<file path="config.mk">
export PLATFORM = sky130hd
export DESIGN_NAME = chip_id_key_reader
export DESIGN_NICKNAME = d
export VERILOG_FILES = /design/src/rtl/cidk_pkg.sv /design/src/rtl/cidk_addr_decode.sv /design/src/rtl/cidk_slice_extract.sv /design/src/rtl/cidk_regs.sv /design/src/rtl/chip_id_key_reader.sv
export SDC_FILE = /design/constraint.sdc
export NUM_CORES = 1
export LEC_CHECK = 0
export BUFFER_PORTS_ARGS = -buffer_cell sky130_fd_sc_hd__buf_4
export CORE_MARGIN = 4
export CORE_UTILIZATION = 54
export CTS_CLUSTER_SIZE = 28
export DETAILED_ROUTE_END_ITERATION = 8
export PLACE_DENSITY = 0.89
export SETUP_SLACK_MARGIN = 0.15
export SLEW_MARGIN = 40
export SYNTH_ARGS = -nofsm -noshare
export SYNTH_HDL_FRONTEND = slang
export SYNTH_HIERARCHICAL = 1
export SYNTH_SLANG_ARGS = --single-unit
export TNS_END_PERCENT = 10
</file>
<file path="constraint.sdc">
create_clock -name clk -period 4.1 [get_ports clk]
set_input_delay 0.82 -clock clk [delete_from_list [all_inputs] [get_ports clk]]
set_output_delay 0.82 -clock clk [all_outputs]
set_load 0.05 [all_outputs]
</file>
<file path="src/rtl/cidk_pkg.sv">
package cidk_pkg;
    localparam int unsigned ADDR_W    = 10;
    localparam int unsigned DATA_W    = 32;
    localparam int unsigned ID_BYTES  = 16;
    localparam int unsigned ID_W      = ID_BYTES * 8;
    localparam int unsigned WORD_B    = DATA_W / 8;
    localparam int unsigned MAX_OFS   = ID_BYTES - WORD_B;
    localparam int unsigned OFS_LSB   = 16;
    localparam int unsigned OFS_W     = DATA_W - OFS_LSB;
    localparam int unsigned TRIG_BIT  = 1;
    localparam logic [DATA_W-1:0] LOCK_MASK = 32'h0000_AC00;
    localparam logic [ADDR_W-1:0] CTRL_OFS  = 10'h040;
    localparam logic [ADDR_W-1:0] KEY_OFS   = 10'h060;

    typedef enum logic [1:0] {
        SEL_NONE = 2'd0,
        SEL_CTRL = 2'd1,
        SEL_KEY  = 2'd2
    } reg_sel_e;

    typedef enum logic {
        KEY_HOLD = 1'b0,
        KEY_LOAD = 1'b1
    } key_next_e;
endpackage

</file>
<file path="src/rtl/cidk_addr_decode.sv">
module cidk_addr_decode
    import cidk_pkg::*;
(
    input  logic [ADDR_W-1:0] addr,
    output reg_sel_e          sel
);
    always_comb begin
        if (addr == CTRL_OFS) begin
            sel = SEL_CTRL;
        end else if (addr == KEY_OFS) begin
            sel = SEL_KEY;
        end else begin
            sel = SEL_NONE;
        end
    end
endmodule

</file>
<file path="src/rtl/cidk_slice_extract.sv">
module cidk_slice_extract
    import cidk_pkg::*;
(
    input  logic [ID_W-1:0]   id_value,
    input  logic [OFS_W-1:0]  byte_ofs,
    output logic [DATA_W-1:0] slice,
    output logic              in_range
);
    localparam int unsigned IDX_W = $clog2(ID_BYTES);

    logic [7:0] id_bytes [ID_BYTES];

    for (genvar b = 0; b < ID_BYTES; b++) begin : g_bytes
        assign id_bytes[b] = id_value[ID_W-1-8*b -: 8];
    end

    assign in_range = (byte_ofs <= OFS_W'(MAX_OFS));

    for (genvar k = 0; k < WORD_B; k++) begin : g_lanes
        logic [IDX_W-1:0] idx;
        assign idx = byte_ofs[IDX_W-1:0] + IDX_W'(k);
        assign slice[DATA_W-1-8*k -: 8] = id_bytes[idx];
    end
endmodule

</file>
<file path="src/rtl/cidk_regs.sv">
module cidk_regs
    import cidk_pkg::*;
(
    input  logic              clk,
    input  logic              rst_n,
    input  logic              wr_en,
    input  reg_sel_e          sel,
    input  logic [DATA_W-1:0] wr_data,
    input  logic [DATA_W-1:0] slice,
    input  logic              in_range,
    output logic [DATA_W-1:0] ctrl_q,
    output logic [DATA_W-1:0] key_q
);
    key_next_e     key_next;
    logic [DATA_W-1:0] ctrl_d;
    logic          ctrl_we;

    always_comb begin
        key_next = KEY_HOLD;
        ctrl_we  = 1'b0;
        ctrl_d   = wr_data;
        ctrl_d[TRIG_BIT] = 1'b0;
        if (wr_en) begin
            unique case (sel)
                SEL_CTRL: begin
                    ctrl_we = 1'b1;
                    if (wr_data[TRIG_BIT] && ((wr_data & LOCK_MASK) != '0) && in_range) begin
                        key_next = KEY_LOAD;
                    end
                end
                SEL_KEY:  key_next = KEY_HOLD;
                SEL_NONE: key_next = KEY_HOLD;
                default:  key_next = KEY_HOLD;
            endcase
        end
    end

    always_ff @(posedge clk) begin
        if (!rst_n) begin
            ctrl_q <= '0;
        end else if (ctrl_we) begin
            ctrl_q <= ctrl_d;
        end
    end

    always_ff @(posedge clk) begin
        if (!rst_n) begin
            key_q <= '0;
        end else begin
            unique case (key_next)
                KEY_LOAD: key_q <= slice;
                KEY_HOLD: key_q <= key_q;
                default:  key_q <= key_q;
            endcase
        end
    end


    key_write_ignored_chk: assert property (@(posedge clk) disable iff (!rst_n)
        (wr_en && sel == SEL_KEY) |=> $stable(key_q));


    ofs_bound_chk: assert property (@(posedge clk) disable iff (!rst_n)
        (wr_en && sel == SEL_CTRL && wr_data[DATA_W-1:OFS_LSB] > OFS_W'(MAX_OFS)) |=> $stable(key_q));


    no_trigger_hold_chk: assert property (@(posedge clk) disable iff (!rst_n)
        (wr_en && sel == SEL_CTRL && !wr_data[TRIG_BIT]) |=> $stable(key_q));


    unmapped_write_chk: assert property (@(posedge clk) disable iff (!rst_n)
        (wr_en && sel == SEL_NONE) |=> ($stable(key_q) && $stable(ctrl_q)));
endmodule

</file>
<file path="src/rtl/chip_id_key_reader.sv">
module chip_id_key_reader
    import cidk_pkg::*;
(
    input  logic              clk,
    input  logic              rst_n,
    input  logic [9:0]        bus_addr,
    input  logic              bus_wr_en,
    input  logic [31:0]       bus_wr_data,
    input  logic              bus_rd_en,
    output logic [31:0]       bus_rd_data,
    input  logic [127:0]      id_value
);
    reg_sel_e          sel;
    logic [DATA_W-1:0] slice;
    logic              in_range;
    logic [DATA_W-1:0] ctrl_q;
    logic [DATA_W-1:0] key_q;

    cidk_addr_decode u_dec (
        .addr (bus_addr),
        .sel  (sel)
    );

    cidk_slice_extract u_slice (
        .id_value (id_value),
        .byte_ofs (bus_wr_data[DATA_W-1:OFS_LSB]),
        .slice    (slice),
        .in_range (in_range)
    );

    cidk_regs u_regs (
        .clk      (clk),
        .rst_n    (rst_n),
        .wr_en    (bus_wr_en),
        .sel      (sel),
        .wr_data  (bus_wr_data),
        .slice    (slice),
        .in_range (in_range),
        .ctrl_q   (ctrl_q),
        .key_q    (key_q)
    );

    always_comb begin
        bus_rd_data = '0;
        if (bus_rd_en) begin
            unique case (sel)
                SEL_CTRL: bus_rd_data = ctrl_q;
                SEL_KEY:  bus_rd_data = key_q;
                SEL_NONE: bus_rd_data = '0;
                default:  bus_rd_data = '0;
            endcase
        end
    end


    ctrl_trig_clear_chk: assert property (@(posedge clk) disable iff (!rst_n)
        (bus_rd_en && bus_addr == CTRL_OFS) |-> (bus_rd_data[TRIG_BIT] == 1'b0));


    idle_read_zero_chk: assert property (@(posedge clk) disable iff (!rst_n)
        !bus_rd_en |-> (bus_rd_data == '0));


    first_slice_chk: assert property (@(posedge clk) disable iff (!rst_n)
        (bus_wr_en && bus_addr == CTRL_OFS && bus_wr_data[TRIG_BIT] && bus_wr_data[15]
         && bus_wr_data[31:16] == 16'd0)
        |=> (key_q == $past(id_value[127:96])));
endmodule

</file>
==> metrics.txt, run 1 <==
die height=between 100 and 150 microns; Cell Area, Synth=between 0.007 and 0.008 sq mm; area of the multi-input gates=0.005300 sq mm; Placed Cells=1009; Setup Fix Bufs, Post-CTS=0; Cell Chain, Critical Path=buf_4 -> nor4_1 -> and4_1 -> ha_2 -> buf_4 -> a22oi_1 -> nor2_1 -> buf_4; Hold Buf Count CTS=0; Mapped Avg Cell Area=approximately 10 sq um; Peak VDD IR=between 0.0001 and 0.00015 V; Storage cell area=between 0.001 and 0.0015 sq mm; post-DR wirelength/cell=between 20 and 25 microns; H-tree depth=3; CTS tree=yes; Slew headroom=0.4452; CTS sink cnt=63; pwr/cell area=around 240 mW/mm^2; Starting Density=0.5537; worst setup path category=in -> out; Post-DP HPWL=~16000 microns; Final #Nets=a little over 1000; # DRC=0; worst skew pair latency=between 0.3 and 0.4 ns; Max Root-Sink Buffers=2; worst min-delay path class=reg -> reg; Filler cells=between 900 and 1000; ANT nets after route=0; leakage=3.333 nW; vias=6650; share of cells above drive strength 1=0.4267; Synthesis Warnings=6; count of pins over their slew limit=0; Die X=about 120 microns; fmax=approximately 280 MHz; post-layout min period=around 3.5 ns; most area-hungry cell type in the Yosys netlist=mux4_2; post-synth top area share=0.3307; Area growth, synth to finish=25.65%; max_cap viols=0; DR vias/cell=6.488; RSZ-0062 raised after global routing=no; CP Max Fanout=19; Req. time, crit path=~3.3 ns; Die ar.=0.01488 sq mm; Ports=approximately 210; Worst Clk Skew=0 ns; register area share after synthesis=0.1798; endpoints failing hold=0; startpoint class of the critical path=input pin; drt pass-1 iters=5; final std cells w/o fill=1025; Antenna Cells=0; Sum Neg Setup Slack=0 ns; Worst-path clk slew=roughly 0.050 ns; Initial DRC Count=744; post_cts resized=0; placed cell area=about 0.0085 sq mm; top post-synthesis cells by area=mux4_2 (33%), dfxtp_1 (18%), mux2i_1 (12%); Synth Register Bits=63; Synth cell types=40; PortBufs=just over 200; Max stage delay on crit path=roughly 0.38 ns; clock root buffer=clkbuf_16; Top cell by count, worst path=buf_4; routability congestion estimate=slightly below 0.9; CP max-delay cell=ha_2; Num CTS Buffers=9; design area=0.008815 sq mm; Worst-Margin Slew=roughly 0.83 ns; setup violators final=0; status=complete, no violations; GRT Overall Usage=0.2937; Post-Syn Nets=~860; fin crit share=0.8652; largest net degree at the start of global routing=96; Std-Cell Rows=41; initial antenna violation count=0; CORE AREA=around 0.013 sq mm; number of global-route vias before repair=roughly 6500; global route overflow=0; Syn Inst Count=a little under 700; detailed-route wire length=roughly 22000 microns; CP Capture Type=primary output; first-pass GRT wire length=about 35000 microns; Arr. time, crit path=between 2 and 3 ns
==> path summary, 6_finish.rpt <==
path | from | to | slack (ns) | depth (start not counted)
setup / recovery | bus_addr[1] | bus_rd_data[0] | 0.55 | 8
hold / removal | u_regs/ctrl_q[11]$_SDFFE_PN0P_ | u_regs/ctrl_q[11]$_SDFFE_PN0P_ | 0.46 | 2
setup reg to reg | u_regs/ctrl_q[23]$_SDFFE_PN0P_ | u_regs/ctrl_q[23]$_SDFFE_PN0P_ | 3.37 | 2
hold reg to reg | u_regs/ctrl_q[11]$_SDFFE_PN0P_ | u_regs/ctrl_q[11]$_SDFFE_PN0P_ | 0.46 | 2
==> flip-flops by register name (all words and copies together) (netlist names) <==
| signal | count |
|---|---|
| u_regs/ctrl_q | 31 |
| u_regs/key_q | 32 |
==> critical path: cells and delay by family <==
| kind | cells | cell delay (ns) |
|---|---|---|
| and+or+nand+nor | 3 | 0.74 |
| buffers and inverters | 3 | 0.64 |
| adders and majority gates | 1 | 0.38 |
| AOI/OAI and AO/OA | 1 | 0.13 |
==> power breakdown <==
group	leakage (nW)	switching (mW)	total [mW]	internal, mW
Combinational	2.69	0.376	0.815	0.440
Sequential	0.507	0.0000595	0.614	0.613
Clock	0.131	0.242	0.684	0.443
Total	3.33	0.617	2.11	1.50
==> cell usage in the layout (no fill, tap or decap), types with 8 or more instances in the layout <==
cell and count:
mux2_2 16, a21boi_0 22, nor2b_1 17, dfxtp_1 63, nand2_1 145, mux2i_1 81
mux4_2 103, clkbuf_16 9, nor2_1 33, a221o_1 8, a21oi_1 10, o22ai_1 16
a31oi_1 8, a211oi_1 17, buf_4 217, a21boi_1 9, a22oi_1 29
==> cell usage after synthesis <==
cell type	instances
mux2_2	16
dfxtp_1	63
and4b_1	1
buf_6	17
buf_8	1
conb_1	1
buf_4	9
buf_1	2
a211oi_1	17
nand2_1	145
a21boi_1	9
a31oi_1	8
mux4_2	103
xnor2_1	1
nand3b_1	1
xor2_1	3
a221o_1	8
nor4_4	1
buf_2	20
and2_1	1
nor2_1	33
a22oi_2	3
nor3_4	1
inv_1	3
mux2i_1	81
xnor2_2	1
o22ai_1	16
ha_1	6
clkinv_1	1
clkbuf_1	21
a21boi_0	22
nand2b_1	2
a21oi_1	10
nand3b_4	1
and4_1	2
a22oi_1	29
xor2_2	1
nor2b_1	17
nor4_1	5
and3b_1	1
==> metal layers <==
metal  vias to the layer above  wire length (microns)  GRT usage
met5                         -                      0          0
met4                         0                    412    0.06653
met3                        34                   2340    0.06267
met2                       418                  10680     0.4862
met1                      3227                   8409     0.3991
li1                       2971                      -          -
==> cell families (layout without fill, tap and decap cells) <==
kind of cell / count (synthesis) / after routing / synth area share
multiplexers: 200 / 200 / 0.4719
flip-flops: 63 / 63 / 0.1798
AND/OR/NAND/NOR: 211 / 211 / 0.1320
AO/OA/AOI/OAI: 122 / 122 / 0.1277
other: 1 / 1 / 0.0005345
XOR/XNOR: 6 / 6 / 0.009633
buffers and inverters: 74 / 244 / 0.06777
adder cells (fa/ha/maj): 6 / 6 / 0.01070
==> stage by stage <==
step                      worst slack, ns  hold slack [ns]  power (mW)  utilization
after floorplan                    0.5166           0.4348       1.129            -
after global placement             0.5111           0.4426       1.409       0.6732
after detailed placement           0.4009           0.4533       1.428       0.6732
after CTS                          0.3850           0.4596       2.106       0.6946
after global routing               0.3142           0.4706       2.201       0.6957
final                              0.5526           0.4565       2.113       0.6957
==> area by class of cell <==
type                            instances  share of cell area
Tap cell                              172             0.02441
Sequential cell                        63              0.1431
Inverter                                4            0.001703
Clock buffer                           16             0.03080
Timing Repair Buffer                  224              0.1987
Multi-Input combinational cell        546              0.6013
(Power assumes the default switching activity.)
==> run 2: changes to the inputs <==
==> constraint.sdc (replaced) <==
create_clock -name clk -period 4.1 [get_ports clk]
set_input_delay 1.23 -clock clk [delete_from_list [all_inputs] [get_ports clk]]
set_output_delay 1.23 -clock clk [all_outputs]
set_load 0.05 [all_outputs]
==> metrics.txt, run 2 (same netlist as run 1, synthesis figures left out) <==
clock root buffer=clkbuf_16 (unchanged); Worst Clk Skew=0 ns (unchanged); RSZ-0062 raised after global routing=yes (was no); CTS sink cnt=63 (unchanged); PortBufs=205 (unchanged); Req. time, crit path=2.87 ns (was 3.28 ns); delay-heaviest family, CP=simple AND/OR/NAND/NOR gates (unchanged); die height=122.0 microns (unchanged); CORE AREA=0.01267 sq mm (unchanged); Num CTS Buffers=9 (unchanged); CTS tree=yes (unchanged); Sum Neg Setup Slack=-0.1980 ns (was 0 ns); final critical-path setup slack=-0.04275 ns (was 0.5526 ns); Hold Buf Count CTS=0 (unchanged); detailed-route wire length=24350 microns (was 21840 microns); internal power=1.520 mW (was 1.496 mW); Die X=122.0 microns (unchanged); CP Capture Type=primary output (unchanged); Die ar.=0.01488 sq mm (unchanged); status=finished with violations (was complete, no violations); Slew headroom=0.4671 (was 0.4452); worst skew pair latency=0.32 ns (about the same); H-tree depth=3 (unchanged); Final #Nets=1049 (was 1028); buffers and inverters on the worst path=4 (was 3); post-DR wirelength/cell=23.28 microns (was 21.31 microns); Std-Cell Rows=41 (unchanged); Worst-path clk slew=0.05 ns (about the same); # DRC=0 (unchanged); Sw Share=0.2967 (was 0.2922); fmax=241.4 MHz (was 281.9 MHz); clock network power share=0.338 (was 0.324); DR vias/cell=6.657 (was 6.488); global route overflow=0 (unchanged); Biggest register=u_regs/key_q (unchanged); Cell Chain, Critical Path=buf_6 -> nor4_4 -> and4_4 -> inv_1 -> ha_4 -> buf_12 -> a22oi_1 -> nor2_4 -> buf_4 (was buf_4 -> nor4_1 -> and4_1 -> ha_2 -> buf_4 -> a22oi_1 -> nor2_1 -> buf_4); initial antenna violation count=0 (unchanged); most common cell after layout, fill and taps aside=buf_4 (unchanged); startpoint class of the critical path=input pin (unchanged); ANT nets after route=0 (unchanged); endpoints failing hold=0 (unchanged); Post-DP HPWL=17050 microns (was 16460 microns); Max Root-Sink Buffers=2 (unchanged); CP max-delay cell=and4_4 (was ha_2); Ports=206 (unchanged); Area growth, synth to finish=37.77% (was 25.65%); setup violators final=10 (was 0); Initial DRC Count=791 (was 744); number of global-route vias before repair=6776 (was 6498); Max stage delay on crit path=0.30 ns (was 0.38 ns); count of pins over their slew limit=0 (unchanged); CP Max Fanout=8 (was 19); failing checks=setup timing; Placed Cells=1023 (was 1009); pwr/cell area=223.7 mW/mm^2 (was 239.7 mW/mm^2); vias=6963 (was 6650); max_cap viols=0 (unchanged); GRT Overall Usage=0.3086 (was 0.2937); Pwr Total=2.162 mW (was 2.113 mW); worst min-delay path class=reg -> reg (unchanged); post-layout min period=4.143 ns (was 3.547 ns); worst setup path category=in -> out (unchanged); most frequent cells in the layout=buf_4 (197), nand2_1 (145), mux4_2 (103) (was buf_4 (217), nand2_1 (145), mux4_2 (103)); Top Registers=u_regs/key_q x32, u_regs/ctrl_q x31 (unchanged); Antenna Cells=0 (unchanged); largest net degree at the start of global routing=96 (unchanged); share of cells above drive strength 1=0.5172 (was 0.4267); final std cells w/o fill=1046 (was 1025); Worst-Margin Slew=0.7994 ns (was 0.8263 ns); Largest register FFs=32 (unchanged); leakage=3.540 nW (was 3.333 nW); Net Switching=0.6415 mW (was 0.6175 mW); routability congestion estimate=0.9332 (was 0.8756); first-pass GRT wire length=35930 microns (was 34670 microns); fin crit share=1.010 (was 0.8652); Arr. time, crit path=2.91 ns (was 2.73 ns); sequential share of power=0.283 (was 0.290); drt pass-1 iters=5 (unchanged); Starting Density=0.5537 (unchanged); Peak VDD IR=0.0001360 V (was 0.0001441 V); combinational power share=0.379 (was 0.386)
==> run 2: cell count changes in the layout (fill, tap and decap cells not counted), moves of 4 or more <==
cell / previous run / this run
a22oi_1: 29 / 5
a22oi_2: 3 / 27
buf_4: 217 / 197
buf_6: 2 / 34
buf_8: 0 / 4
clkbuf_1: 5 / 1
nor2_1: 33 / 1
nor2_4: 0 / 32
==> run 2: worst paths after layout <==
check / slack [ns] / startpoint / cells after the start / endpoint
setup / recovery: -0.04 / bus_addr[1] / 9 / bus_rd_data[6]
hold / removal: 0.46 / u_regs/key_q[26]$_SDFFE_PN0P_ / 2 / u_regs/key_q[26]$_SDFFE_PN0P_
setup reg to reg: 3.28 / u_regs/ctrl_q[30]$_SDFFE_PN0P_ / 2 / u_regs/ctrl_q[30]$_SDFFE_PN0P_
hold reg to reg: 0.46 / u_regs/key_q[26]$_SDFFE_PN0P_ / 2 / u_regs/key_q[26]$_SDFFE_PN0P_
==> run 2: repair_timing <==
| item | CTS | global route |
|---|---|---|
| gates cloned | 2 | 4 |
| buffers inserted | 1 | 0 |
| endpoints found under the setup margin | 32 | 32 |
| endpoints found under the hold margin | 0 | 0 |
| resized for setup | 40 | 36 |
| pin swaps | 5 | 7 |
==> run 2: area by class of cell <==
type / instances / area, sq um
clock buffer: 10 / 229.0
clock inverter: 6 / 61.31
fill: 807 / 3005
inverter: 4 / 15.01
multi-input combinational: 546 / 5724
sequential: 63 / 1261
tap: 172 / 215.2
timing repair buffer: 245 / 2160
==> run 2: power by group through the flow <==
stage / logic [mW] / registers [mW] / clock network, mW
after floorplan: 0.504 / 0.626 / 0
after global placement: 0.782 / 0.626 / 0
after detailed placement: 0.799 / 0.626 / 0
after CTS: 0.801 / 0.613 / 0.740
after global routing: 0.868 / 0.612 / 0.765
final: 0.819 / 0.613 / 0.730
==> run 2: worst min-delay path: stages, from the launching register on <==
cell	delay, ns
dfxtp_1	0.31
nand2_1	0.05
mux2i_1	0.05
==> run 2: layer usage <==
metal / up-vias / track usage / part of all wire
met3: 68 / 0.06035 / 0.11
li1: 3006 / - / -
met2: 533 / 0.5200 / 0.49
met5: - / 0 / 0
met1: 3356 / 0.4062 / 0.37
met4: 0 / 0.09034 / 0.028
==> run 2: stage by stage <==
step | utilization | setup slack, ns | hold WS (ns) | area (sq um)
final | 0.7628 | -0.04275 | 0.4605 | 9666
after detailed placement | 0.7027 | -0.09099 | 0.4514 | 8904
after global placement | 0.7027 | -0.02643 | 0.4409 | 8904
after floorplan | - | 0.1264 | 0.4348 | 7316
after CTS | 0.7438 | -0.005850 | 0.4587 | 9424
after global routing | 0.7628 | -0.06997 | 0.4883 | 9666
==> run 3: changes to the inputs <==
==> constraint.sdc (replaced) <==
create_clock -name clk -period 4.1 [get_ports clk]
set_input_delay 0.41 -clock clk [delete_from_list [all_inputs] [get_ports clk]]
set_output_delay 0.41 -clock clk [all_outputs]
set_load 0.05 [all_outputs]
==> metrics.txt, run 3 (same netlist as run 1, synthesis figures left out) <==
CORE AREA=0.01267 sq mm (unchanged); Arr. time, crit path=2.66 ns (was 2.91 ns); H-tree depth=3 (unchanged); first-pass GRT wire length=35170 microns (was 35930 microns); most frequent cells in the layout=buf_4 (211), nand2_1 (145), mux4_2 (103) (was buf_4 (197), nand2_1 (145), mux4_2 (103)); met2 GRT Util=0.4782 (was 0.5200); GRT Overall Usage=0.3000 (was 0.3086); Slew headroom=0.5154 (was 0.4671); CTS sink cnt=63 (unchanged); Starting Density=0.5537 (unchanged); grt peak-use layer=met2 (unchanged); # DRC=0 (unchanged); count of pins over their slew limit=0 (unchanged); delay-heaviest family, CP=simple AND/OR/NAND/NOR gates (unchanged); Biggest register=u_regs/key_q (unchanged); Util after Layout=0.6988 (was 0.7628); drt pass-1 iters=8 (was 5); met3 usage=0.05664 (was 0.06035); Min Hold Slack=0.3343 ns (was 0.4605 ns); most common cell after layout, fill and taps aside=buf_4 (unchanged); Top Registers=u_regs/key_q x32, u_regs/ctrl_q x31 (unchanged); CP Capture Type=primary output (unchanged); detailed-route wire length=22200 microns (was 24350 microns); global route overflow=0 (unchanged); setup violators final=0 (was 10); worst skew pair latency=0.32 ns (about the same); fin crit share=0.7487 (was 1.010); leakage=3.345 nW (was 3.540 nW); PortBufs=205 (unchanged); Setup Fix Bufs, Post-CTS=0 (was 1); post-DR wirelength/cell=21.79 microns (was 23.28 microns); Worst-path clk slew=0.06 ns (was 0.05 ns); Cell Chain, Critical Path=buf_4 -> nor4_1 -> and4b_1 -> ha_1 -> buf_4 -> a22oi_1 -> nor2_1 -> buf_4 (was buf_6 -> nor4_4 -> and4_4 -> inv_1 -> ha_4 -> buf_12 -> a22oi_1 -> nor2_4 -> buf_4); CP max-delay cell=ha_1 (was and4_4); post_cts resized=0 (was 40); Sum Neg Setup Slack=0 ns (was -0.1980 ns); Hold Buf Count CTS=0 (unchanged); die height=122.0 microns (unchanged); startpoint class of the critical path=input pin (unchanged); largest net degree at the start of global routing=96 (unchanged); Worst Clk Skew=0 ns (unchanged); pwr/cell area=265.4 mW/mm^2 (was 223.7 mW/mm^2); worst setup path category=in -> out (unchanged); Initial DRC Count=761 (was 791); Req. time, crit path=3.69 ns (was 2.87 ns); max_cap viols=0 (unchanged); Area growth, synth to finish=26.22% (was 37.77%); status=complete, no violations (was finished with violations); Die ar.=0.01488 sq mm (unchanged); share of cells above drive strength 1=0.4286 (was 0.5172); Top cell by count, worst path=buf_4; Worst-Margin Slew=0.7245 ns (was 0.7994 ns); fmax=325.8 MHz (was 241.4 MHz); DR vias/cell=6.508 (was 6.657); RSZ-0062 raised after global routing=no (was yes); Post-DP HPWL=16750 microns (was 17050 microns); Max Root-Sink Buffers=2 (unchanged); Die X=122.0 microns (unchanged); Final #Nets=1022 (was 1049); Peak VDD IR=0.0002157 V (was 0.0001360 V); Antenna Cells=0 (unchanged); vias=6632 (was 6963); Ports=206 (unchanged); endpoints failing hold=0 (unchanged); Max stage delay on crit path=0.61 ns (was 0.30 ns); Placed Cells=1003 (was 1023); buffers and inverters on the worst path=3 (was 4); CTS tree=yes (unchanged); ANT nets after route=0 (unchanged); Largest register FFs=32 (unchanged); final std cells w/o fill=1019 (was 1046); number of global-route vias before repair=6592 (was 6776); Pwr Total=2.350 mW (was 2.162 mW); Num CTS Buffers=9 (unchanged); worst min-delay path class=in -> reg (was reg -> reg); clock root buffer=clkbuf_16 (unchanged); routability congestion estimate=0.8937 (was 0.9332); Std-Cell Rows=41 (unchanged); post-layout min period=3.070 ns (was 4.143 ns); CP Max Fanout=17 (was 8); initial antenna violation count=0 (unchanged); met1 usage=0.4187 (was 0.4062)
run 3: cell count changes in the layout (fill, tap and decap cells not counted), sizes merged:
cell | before | now
bufinv | 1 | 4
buf | 242 | 218
clkbuf | 13 | 9
clkinv | 5 | 3
run 3: cell type report:
cell class / count / area (sq um)
clock buffers: 9 / 225.2
clock inverters: 7 / 145.1
fillers: 930 / 3816
inverters: 4 / 15.01
multi-input cells: 546 / 5295
flip-flops and latches: 63 / 1261
well taps: 172 / 215.2
repair buffers: 218 / 1698
run 3: tightest hold or removal path, stage by stage:
cell and delay, ns:
buf_4 0.11, nand2_1 0.05, a21boi_1 0.05
run 3: path summary, 6_finish.rpt:
check | from | end | slack [ns] | cells after the start
max | bus_addr[9] | bus_rd_data[4] | 1.03 | 8
max reg2reg | u_regs/key_q[4]$_SDFFE_PN0P_ | u_regs/key_q[4]$_SDFFE_PN0P_ | 3.37 | 2
min reg2reg | u_regs/ctrl_q[18]$_SDFFE_PN0P_ | u_regs/ctrl_q[18]$_SDFFE_PN0P_ | 0.46 | 2
min | bus_wr_data[9] | u_regs/ctrl_q[9]$_SDFFE_PN0P_ | 0.33 | 3
run 3: metrics by stage:
stage / setup slack, ns / area [sq um]
3_5_place_dp: 0.9349 / 8477
3_3_place_gp: 0.9377 / 8472
5_1_grt: 0.8239 / 8855
4_1_cts: 1.032 / 8847
6_report: 1.030 / 8855
2_1_floorplan: 1.311 / 7015
run 3: metal layers:
metal	up-vias	part of all wire
met5	-	0
met2	435	0.48
met4	0	0.024
met3	47	0.10
li1	2964	-
met1	3186	0.39
run 3: power breakdown:
| part | internal (mW) | switching, mW | total (mW) |
|---|---|---|---|
| Clock | 0.657 | 0.282 | 0.939 |
| Sequential | 0.612 | 0.0000576 | 0.613 |
| Combinational | 0.434 | 0.365 | 0.799 |
